[config.mk]
export PLATFORM = sky130hd
export DESIGN_NAME = rxwake_ctrl
export DESIGN_NICKNAME = d
export VERILOG_FILES = /design/src/rtl/rxwake_pkg.sv /design/src/rtl/rxwake_timing.sv /design/src/rtl/rxwake_seq.sv /design/src/rtl/rxwake_fifo.sv /design/src/rtl/rxwake_ctrl.sv
export SDC_FILE = /design/constraint.sdc
export NUM_CORES = 1
export LEC_CHECK = 0
export BUFFER_PORTS_ARGS = -buffer_cell sky130_fd_sc_hd__buf_4
export CORE_UTILIZATION = 59
export DETAILED_ROUTE_END_ITERATION = 10
export PLACE_DENSITY = 0.81
export SYNTH_ARGS = -nofsm -noshare
export SYNTH_HDL_FRONTEND = slang
export SYNTH_SLANG_ARGS = --single-unit
[constraint.sdc]
create_clock -name clk -period 4.5 [get_ports clk]
set_input_delay 0.675 -clock clk [delete_from_list [all_inputs] [get_ports clk]]
set_output_delay 0.675 -clock clk [all_outputs]
set_load 0.005 [all_outputs]
[src/rtl/rxwake_pkg.sv]
// Package: shared types and defaults for the receiver wake-up controller.
// Assumes: nothing beyond IEEE 1800-2017.
package rxwake_pkg;

    // Sequencer states; OFF is the state held while the mode is illegal.
    typedef enum logic [2:0] {
        WK_OFF    = 3'd0,
        WK_SLEEP  = 3'd1,
        WK_START  = 3'd2,
        WK_LISTEN = 3'd3,
        WK_HOLD   = 3'd4
    } wake_state_t;

    localparam int unsigned DEF_PERIOD_W = 8;
    localparam int unsigned DEF_START_W  = 4;
    localparam int unsigned DEF_DEPTH    = 8;

endpackage

[src/rtl/rxwake_timing.sv]
// Module: rxwake_timing
// Turns the raw period and duty settings into the working period length and
// base on-time, in ticks. The period is at least 2. The on-time is 2*duty+1,
// lowered to period-1 so that every period has at least one sleep tick.
// Assumes: settings are static while the block is cycling.
module rxwake_timing #(
    parameter int unsigned PERIOD_W = 8,
    localparam int unsigned DUTY_W  = PERIOD_W - 1
) (
    input  logic [PERIOD_W-1:0] period_cfg,
    input  logic [DUTY_W-1:0]   duty_cfg,
    output logic [PERIOD_W-1:0] p_len,
    output logic [PERIOD_W-1:0] t_on
);

    logic [PERIOD_W-1:0] base_on;

    // Derive the clamped period and the clamped on-time.
    always_comb begin
        p_len   = (period_cfg < PERIOD_W'(2)) ? PERIOD_W'(2) : period_cfg;
        base_on = {duty_cfg, 1'b1};
        t_on    = (base_on >= p_len) ? (p_len - PERIOD_W'(1)) : base_on;
    end

endmodule

[src/rtl/rxwake_seq.sv]
// Module: rxwake_seq
// Sleep / start-up / listen / hold sequencer. One period counter runs on the
// tick strobe. It is frozen while the window is held open by a good
// data-quality indicator. Leaving the hold state sets the counter to the end
// of the base window, so the following sleep keeps its normal length.
// Assumes: tick is a single-cycle strobe; dqi is synchronous to clk.
module rxwake_seq #(
    parameter int unsigned PERIOD_W = 8,
    parameter int unsigned START_W  = 4
) (
    input  logic                clk,
    input  logic                rst_n,
    input  logic                tick,
    input  logic                mode_ok,
    input  logic [PERIOD_W-1:0] p_len,
    input  logic [PERIOD_W-1:0] t_on,
    input  logic [START_W-1:0]  start_cfg,
    input  logic                dqi,
    input  logic                fifo_done,
    input  logic                bit_valid,
    output logic                osc_en,
    output logic                rx_en,
    output logic                irq,
    output logic                push
);
    import rxwake_pkg::*;

    wake_state_t         state;
    logic [PERIOD_W-1:0] pcnt;
    logic [START_W-1:0]  scnt;
    logic [PERIOD_W:0]   pcnt_nx;
    logic [START_W:0]    scnt_nx;
    logic                win_end;
    logic                start_end;
    logic                wrap;
    wake_state_t         wake_tgt;

    // Next-count values and the decisions taken on a tick.
    always_comb begin
        pcnt_nx   = {1'b0, pcnt} + (PERIOD_W+1)'(1);
        scnt_nx   = {1'b0, scnt} + (START_W+1)'(1);
        win_end   = pcnt_nx >= {1'b0, t_on};
        start_end = scnt_nx >= {1'b0, start_cfg};
        wrap      = pcnt >= (p_len - PERIOD_W'(1));
        wake_tgt  = (start_cfg == '0) ? WK_LISTEN : WK_START;
    end

    // State, period counter, start-up counter and interrupt register.
    always_ff @(posedge clk) begin
        if (!rst_n || !mode_ok) begin
            state <= WK_OFF;
            pcnt  <= '0;
            scnt  <= '0;
            irq   <= 1'b0;
        end else begin
            case (state)
                WK_OFF: begin
                    pcnt  <= '0;
                    scnt  <= '0;
                    state <= wake_tgt;
                end
                WK_SLEEP: begin
                    if (tick) begin
                        if (wrap) begin
                            pcnt  <= '0;
                            scnt  <= '0;
                            state <= wake_tgt;
                        end else begin
                            pcnt <= pcnt_nx[PERIOD_W-1:0];
                        end
                    end
                end
                WK_START: begin
                    if (tick) begin
                        pcnt <= pcnt_nx[PERIOD_W-1:0];
                        scnt <= scnt_nx[START_W-1:0];
                        if (win_end)
                            state <= WK_SLEEP;
                        else if (start_end)
                            state <= WK_LISTEN;
                    end
                end
                WK_LISTEN: begin
                    if (dqi) begin
                        state <= WK_HOLD;
                        irq   <= 1'b1;
                    end else if (tick) begin
                        pcnt <= pcnt_nx[PERIOD_W-1:0];
                        if (win_end)
                            state <= WK_SLEEP;
                    end
                end
                WK_HOLD: begin
                    if (!dqi || fifo_done) begin
                        state <= WK_SLEEP;
                        irq   <= 1'b0;
                        pcnt  <= t_on;
                    end
                end
                default: state <= WK_OFF;
            endcase
        end
    end

    // Decode the power enables and the FIFO write strobe from the state.
    always_comb begin
        osc_en = (state == WK_START) || (state == WK_LISTEN) || (state == WK_HOLD);
        rx_en  = (state == WK_LISTEN) || (state == WK_HOLD);
        push   = bit_valid && (state == WK_HOLD);
    end


    mode_off_chk: assert property (@(posedge clk) disable iff (!rst_n)
        !mode_ok |=> (!osc_en && !irq));


    hold_entry_chk: assert property (@(posedge clk) disable iff (!rst_n)
        (mode_ok && state == WK_LISTEN && dqi) |=> (state == WK_HOLD && irq));


    hold_exit_chk: assert property (@(posedge clk) disable iff (!rst_n)
        (mode_ok && state == WK_HOLD && (!dqi || fifo_done)) |=> (state == WK_SLEEP && !irq && !osc_en));

endmodule

[src/rtl/rxwake_fifo.sv]
// Module: rxwake_fifo
// Synchronous show-ahead FIFO for received bits. A write when the FIFO is
// full is dropped and sets a sticky overflow flag. A read when empty is
// ignored.
// Assumes: DEPTH is a power of two, at least 2.
module rxwake_fifo #(
    parameter int unsigned DEPTH = 8,
    localparam int unsigned AW   = $clog2(DEPTH)
) (
    input  logic clk,
    input  logic rst_n,
    input  logic push,
    input  logic din,
    input  logic pop,
    output logic dout,
    output logic empty,
    output logic full,
    output logic ovf
);

    logic [DEPTH-1:0] mem;
    logic [AW-1:0]    wr_ptr;
    logic [AW-1:0]    rd_ptr;
    logic [AW:0]      count;
    logic             wr_ok;
    logic             rd_ok;

    // Flags and accepted-operation strobes.
    always_comb begin
        empty = (count == '0);
        full  = (count == (AW+1)'(DEPTH));
        wr_ok = push && !full;
        rd_ok = pop && !empty;
        dout  = mem[rd_ptr];
    end

    // Storage write.
    always_ff @(posedge clk) begin
        if (!rst_n)
            mem <= '0;
        else if (wr_ok)
            mem[wr_ptr] <= din;
    end

    // Pointers, occupancy and the sticky overflow flag.
    always_ff @(posedge clk) begin
        if (!rst_n) begin
            wr_ptr <= '0;
            rd_ptr <= '0;
            count  <= '0;
            ovf    <= 1'b0;
        end else begin
            if (wr_ok) wr_ptr <= wr_ptr + AW'(1);
            if (rd_ok) rd_ptr <= rd_ptr + AW'(1);
            case ({wr_ok, rd_ok})
                2'b10:   count <= count + (AW+1)'(1);
                2'b01:   count <= count - (AW+1)'(1);
                default: count <= count;
            endcase
            if (push && full) ovf <= 1'b1;
        end
    end


    drop_full_chk: assert property (@(posedge clk) disable iff (!rst_n)
        (push && full && !pop) |=> $stable(count));


    ovf_sticky_chk: assert property (@(posedge clk) disable iff (!rst_n)
        !$fell(ovf));


    pop_empty_chk: assert property (@(posedge clk) disable iff (!rst_n)
        (pop && empty && !push) |=> empty);

endmodule

[src/rtl/rxwake_ctrl.sv]
// Module: rxwake_ctrl (top)
// Duty-cycled receiver wake-up controller. Applies the mode rule
// (wake timer on, continuous receive off), derives the period and on-time,
// sequences the receiver power and buffers received bits for the host.
// Assumes: configuration is changed only while the mode is illegal.
module rxwake_ctrl #(
    parameter int unsigned PERIOD_W   = rxwake_pkg::DEF_PERIOD_W,
    parameter int unsigned START_W    = rxwake_pkg::DEF_START_W,
    parameter int unsigned FIFO_DEPTH = rxwake_pkg::DEF_DEPTH,
    localparam int unsigned DUTY_W    = PERIOD_W - 1
) (
    input  logic                clk,
    input  logic                rst_n,
    input  logic                tick,
    input  logic                wake_en,
    input  logic                cont_rx,
    input  logic [PERIOD_W-1:0] period_cfg,
    input  logic [DUTY_W-1:0]   duty_cfg,
    input  logic [START_W-1:0]  start_cfg,
    input  logic                dqi,
    input  logic                bit_valid,
    input  logic                bit_data,
    input  logic                fifo_done,
    input  logic                fifo_pop,
    output logic                osc_en,
    output logic                rx_en,
    output logic                irq,
    output logic                rd_data,
    output logic                fifo_empty,
    output logic                fifo_full,
    output logic                overflow
);

    logic                mode_ok;
    logic [PERIOD_W-1:0] p_len;
    logic [PERIOD_W-1:0] t_on;
    logic                push;

    // Duty cycling is legal only with the timer on and continuous receive off.
    always_comb mode_ok = wake_en && !cont_rx;

    rxwake_timing #(.PERIOD_W(PERIOD_W)) u_timing (
        .period_cfg (period_cfg),
        .duty_cfg   (duty_cfg),
        .p_len      (p_len),
        .t_on       (t_on)
    );

    rxwake_seq #(.PERIOD_W(PERIOD_W), .START_W(START_W)) u_seq (
        .clk       (clk),
        .rst_n     (rst_n),
        .tick      (tick),
        .mode_ok   (mode_ok),
        .p_len     (p_len),
        .t_on      (t_on),
        .start_cfg (start_cfg),
        .dqi       (dqi),
        .fifo_done (fifo_done),
        .bit_valid (bit_valid),
        .osc_en    (osc_en),
        .rx_en     (rx_en),
        .irq       (irq),
        .push      (push)
    );

    rxwake_fifo #(.DEPTH(FIFO_DEPTH)) u_fifo (
        .clk   (clk),
        .rst_n (rst_n),
        .push  (push),
        .din   (bit_data),
        .pop   (fifo_pop),
        .dout  (rd_data),
        .empty (fifo_empty),
        .full  (fifo_full),
        .ovf   (overflow)
    );

endmodule

# Yosys cells after proc, flatten, opt, wreduce, memory -nomap -nowiden
# Cells that the tools add are included.
dict set report word_totals {
  ff_bits 35
  latch_bits 0
  mem_bits_rw 0
  mem_bits_ro 0
  in_bits 29
  output_inout_bits 7
  elab_cells 100
  n_memories 0
}
dict set report op_classes {
  add_sub_neg 7
  mul 0
  div 0
  order_cmp 8
  eq_ne 16
  shift 0
  mux 32
  bitwise_logic 0
  reduce_logical 28
}
# operator count
set op_table {}
lappend op_table {{$mux W8} 7}
lappend op_table {{$pmux W8 S5} 1}
lappend op_table {{$mux W3} 9}
lappend op_table {{$ge A8 B8 Y1} 2}
lappend op_table {{$pmux W3 S5} 1}
lappend op_table {{$mux W4} 3}
lappend op_table {{$pmux W4 S3} 1}
lappend op_table {{$add A8 B1 Y9 const B} 1}
lappend op_table {{$ge A9 B8 Y1} 1}
lappend op_table {{$bwmux W8} 1}
lappend op_table {{$logic_not A4 Y1} 2}
lappend op_table {{$lt A3 B4 Y1 const B} 2}
lappend op_table {{$lt A8 B2 Y1 const B} 1}
lappend op_table {{$ne A2 B2 Y1 const B} 4}
lappend op_table {{$pmux W4 S2} 1}
lappend op_table {{$reduce_and A4 Y1} 2}
lappend op_table {{$sub A8 B1 Y8 const B} 1}
lappend op_table {{$reduce_and A7 Y1} 1}
lappend op_table {{$add A3 B1 Y3 const B} 2}
lappend op_table {{$eq A3 B2 Y1 const B} 2}
lappend op_table {{$logic_and A1 B1 Y1} 6}
lappend op_table {{$logic_not A1 Y1} 6}
lappend op_table {{$add A4 B1 Y5 const B} 1}
lappend op_table {{$ge A5 B4 Y1} 1}
lappend op_table {{22 further kinds} 32}

# Longest topological paths before layout
dict set report logic_depth {
  ltp_word 9
  depth_mapped 15
  mapped_depth_nobuf 15
}

# Modules after synthesis
# From an unflattened synthesis, not the netlist that was laid out.
dict set report unflattened {
  hier_cells 378
  hier_area_um2 3195.6
}
# module n_inst cells_each area_per_inst_um2 seq_area_each_um2
set by_module_without_submodules {}
lappend by_module_without_submodules {rxwake_seq 1 211 1626.6 320.3}
lappend by_module_without_submodules {rxwake_fifo 1 104 1074.8 380.4}
lappend by_module_without_submodules {rxwake_timing 1 62 480.5 0.0}
lappend by_module_without_submodules {rxwake_ctrl 1 1 13.8 0.0}

# Worst setup path before layout
# OpenSTA, ideal clock, no wires.
dict set report synth_timing {
  path_kind {input -> register}
  start {input port period_cfg[6]}
  end {register u_seq.state[0]}
  setup_time_ns 0.072
  arrival_time_ns 3.466
  slack_ns 0.962
  path_stages 14
  n_path_buf 0
  path_cell_list {nor4_4 > a21o_2 > ha_1 > nand4_1 > nor2_1 > a211oi_4 > mux2_4 > ha_1 > o21ai_0 > a21oi_1 > o31ai_1 > nand3_1 > o21ai_0 > mux2i_1}
}
dict set report synth_between {
  elab_chain_len 8
}
# element line
set synth_rtl {}
lappend synth_rtl {{start: declaration} rxwake_ctrl.sv:17} ;# input logic [PERIOD_W-1:0] period_cfg,
lappend synth_rtl {{$lt A8 B2 Y1} rxwake_timing.sv:20} ;# p_len = (period_cfg < PERIOD_W'(2)) ? PERIOD_W'(2) : period_cfg;
lappend synth_rtl {{$mux W8 (*)} rxwake_timing.sv:20}
lappend synth_rtl {{$sub A8 B1 Y8 / $ge A8 B8 Y1 (equally long branches)} {rxwake_timing.sv:22, rxwake_seq.sv:44}}
lappend synth_rtl {{$mux W8} rxwake_timing.sv:22} ;# t_on = (base_on >= p_len) ? (p_len - PERIOD_W'(1)) : base_on;
lappend synth_rtl {{$ge A9 B8 Y1} rxwake_seq.sv:42} ;# win_end = pcnt_nx >= {1'b0, t_on};
lappend synth_rtl {{$mux W3} rxwake_seq.sv:77} ;# if (win_end)
lappend synth_rtl {{$mux W3} rxwake_seq.sv:74} ;# if (tick) begin
lappend synth_rtl {{$pmux W3 S5} rxwake_seq.sv:56} ;# case (state)
lappend synth_rtl {{end signal: assignment} rxwake_seq.sv:60} ;# state <= wake_tgt;
lappend synth_rtl {{end signal: assignment} rxwake_seq.sv:67} ;# state <= wake_tgt;
lappend synth_rtl {{end: declaration} rxwake_seq.sv:28} ;# wake_state_t state;
# Mark *: on every way between the ends. The rest lies on a longest branch, timed or not. The select of a mux whose other input is x is not followed.
# A chain may end at the register's enable or synchronous reset.

# Worst setup path after layout
# Same ends and word-level chain as after synthesis.

==> results.sh <==
export IMPL_timing_critical_path_from_type="primary input"
export IMPL_share_of_total_power_in_combinational_logic_pct=14.7
export IMPL_post_route_min_period_ns=3.68
export IMPL_antenna_found_initial=0
export IMPL_grt_pass1_vias=2325
export IMPL_fin_tns_setup_ns=0
export IMPL_synthesis_area_per_instance_um2=8.24
export IMPL_cts_setup_buffers=0
export IMPL_grt_met2_usage_pct=42.5
export IMPL_globalRouteMet1Util_pct=34.0
export IMPL_die_footprint_mm2=0.00522
export IMPL_routed_via_count_divided_by_cell_count=5.71
export IMPL_crit_arrival_ns=3.89
export IMPL_routabilityCongestion=0.950
export IMPL_clk_insertion_delay_late_ns=0.29
export IMPL_synth_lib_cells_used_distinct=64
export IMPL_yosysWarnings=0
export IMPL_timing_critical_path_max_delay_family="compound AO/OA/AOI/OAI gates"
export IMPL_switching_share_pct=23.6
export IMPL_hold_class="flip-flop to flip-flop"
export IMPL_end_kind="flip-flop"
export IMPL_tritoncts="yes"
export IMPL_cts_buffer_depth=2
export IMPL_achievable_frequency_mhz=272
export IMPL_async_flop_share_pct=0
export IMPL_critical_path_max_fanout=10
export IMPL_synth_seq_cells=35
export IMPL_timing_clock_skew_ns=0.00536
export IMPL_cts_made_buffers=5
export IMPL_synth_edff_count=0
export IMPL_start_util_pct=61.6
export IMPL_drtIter0Drc=126
export IMPL_hold_buffers=0
export IMPL_total_half_perimeter_wirelength_after_legalization_and_detailed_placement_mm=4.96
export IMPL_total_leakage_power_uw=0.00149
export IMPL_synth_seq_area_share_pct=24.1
export IMPL_status="completed"
export IMPL_diodes=0
export IMPL_h_tree_depth=2
export IMPL_die_h_um=72.2
export IMPL_synth_cells=353
export IMPL_grt_max_degree=22
export IMPL_grtUsageMet3_pct=4.31
export IMPL_placement_rows=25
export IMPL_syn_area_mm2=0.00291
export IMPL_clock_power_share_pct=44.5
export IMPL_finalSetupViolCount=0
export IMPL_core_region_area_mm2=0.00472
export IMPL_power_frac_seq_pct=40.7
export IMPL_rsz0062_at_grt="false"
export IMPL_max_slew_margin_pct=52.8
export IMPL_design_portCount=36
export IMPL_cts_resized=0
export IMPL_slowest_delay_ns=0.51
export IMPL_critical_hold_path_startpoint="u_fifo.ovf"
export IMPL_finish_net_count=448
export IMPL_timing_hold_ws_ns=0.473
export IMPL_detailroute_via_count=2574
export IMPL_numClockSinks=35
export IMPL_slew_viol_final=0
export IMPL_worst_ep_required_time_ns=4.72
export IMPL_ctsRootBufferMaster="clkbuf_8"
export IMPL_startpoint="period_cfg[6]"
export IMPL_hold_viol=0
export IMPL_die_w_um=72.2
export IMPL_max_slew_worst_pin_slew_ns=0.704
export IMPL_post_route_period_util_pct=81.7
export IMPL_drive_above_1_share_pct=16.1
export IMPL_worstPathCellList="buf_4, nor4_4, a21o_2, ha_1, nand4_1, nor2_1, a211oi_4, mux2_4, ha_1, o21ai_0, a21oi_1, o31ai_1, nand3_1, o21ai_0, mux2i_1"
export IMPL_layout_cell_area_non_filler_mm2=0.00334
export IMPL_placed_area_mm2=0.00321
export IMPL_power_per_cell_area_mw_per_mm2=229
export IMPL_route_detailed_wl_per_inst_um=14.0
export IMPL_critical_path_class="primary input to flip-flop"
export IMPL_timing_max_cap_violations=0
export IMPL_area_growth_synth_to_final_pct=14.7
export IMPL_synth_fp_nets=418
export IMPL_p_int_uw=584
export IMPL_worst_setup_hold_path_clk_slew_ns=0.07
export IMPL_postRouteWirelength_mm=6.31
export IMPL_synth_main_ff_cell="dfxtp_1"
export IMPL_remaining_drc_errors=0
export IMPL_r2r_start="u_seq.state[2]"
export IMPL_global_route_overflow_total=0
export IMPL_grt_most_used_layer="met2"
export IMPL_total_track_usage_pct=25.8
export IMPL_firstDrtPassIters=4
export IMPL_final_core_utilization_pct=70.7
export IMPL_buffer_ports_inserted=35
export IMPL_worstPathBufferInverterCount=1
export IMPL_drtAntennaViolNets=0
export IMPL_first_pass_grt_wire_length_mm=10.5
export IMPL_total_switching_power_uw=181
export IMPL_worst_ir_drop_vdd_v=0.000110
export IMPL_timing_critical_path_slowest_stage_cell="a211oi_4"
[flip-flops by register name, indices dropped and copies added, names as in the netlist]
name	cells
u_seq.irq	1
u_fifo.ovf	1
u_seq.scnt	4
u_fifo.rd_ptr	3
u_seq.pcnt	8
u_fifo.wr_ptr	3
u_seq.state	3
u_fifo.count	4
u_fifo.mem	8
[worst register-to-register path: stages (launching register included)]
cell      delay [ns]
dfxtp_1         0.56
and2_1          0.27
and3_1          0.34
inv_2           0.14
ha_1            0.25
ha_1            0.28
a21o_1          0.17
a21oi_1         0.16
xnor2_1         0.09
or3_1           0.30
a21boi_0        0.16
[area by class of cell]
type | instances | area [um2]
multi-input combinational | 281 | 2070
clock inverter | 2 | 60.1
clock buffer | 6 | 72.6
inverter | 25 | 93.8
sequential | 35 | 701
fill | 402 | 1380
tap | 67 | 83.8
timing repair buffer | 35 | 263
[cells in the mapped netlist (all sizes together) (7+ instances only)]
master	n	area share (%)
dfxtp	35	24
ha	35	15
nand2	31	4.0
nor2	26	3.6
inv	25	3.2
a21oi	19	3.5
o21ai	18	3.1
nand3	15	2.6
mux2i	12	4.1
xnor2	12	3.6
nor2b	11	2.4
and2	10	2.1
clkbuf	10	1.3
nand4	7	1.5
nor3	7	1.2
[per-stage QoR]
stage	power, uW	cells	setup WS (ns)
after detailed placement	430	443	0.524
after global routing	794	451	0.564
after floorplan	388	353	0.962
after CTS	767	451	0.826
after global placement	428	443	0.672
final	765	451	0.822
[cells in the final DEF, fill, tap and decap left out, types with 9 or more instances in the layout]
master	netlist	routed
nor2_1	25	25
buf_4	1	35
ha_1	35	35
nand3_1	15	15
nand2_1	31	31
and2_1	9	9
mux2i_1	12	12
nor2b_1	11	11
o21ai_0	17	17
inv_1	24	24
a21oi_1	17	17
xnor2_1	12	12
dfxtp_1	35	35
[logic make-up after synthesis]
kind of cell	after synthesis	synth area share (%)
AO/OA/AOI/OAI	69	16.1
AND/OR/NAND/NOR	140	26.2
multiplexers	18	7.48
adder cells (fa/ha/maj)	36	15.7
buffers and inverters	37	4.94
flip-flops	35	24.1
XOR/XNOR	18	5.42
[per-layer routing]
metal	part of all wire [%]	wire length (um)
met1	46	2920
met2	48	3010
met3	3.9	243
met4	2.2	136
met5	0	0
[worst paths after layout]
check	to	cells after the start	slack [ns]
max	u_seq.state[0]	15	0.82
min	u_fifo.ovf	1	0.47
max reg2reg	u_fifo.count[3]	10	1.70
min reg2reg	u_fifo.ovf	1	0.47
[power by group through the flow]
| stage | Combinational [uW] | Clock, uW | Sequential (uW) |
|---|---|---|---|
| detailed placement | 112 | 0 | 319 |
| finish | 113 | 341 | 311 |
| global placement | 109 | 0 | 319 |
| global route | 126 | 356 | 312 |
| CTS | 113 | 343 | 311 |
| floorplan | 70.8 | 0 | 318 |
Power figures use the tool's default switching activity.
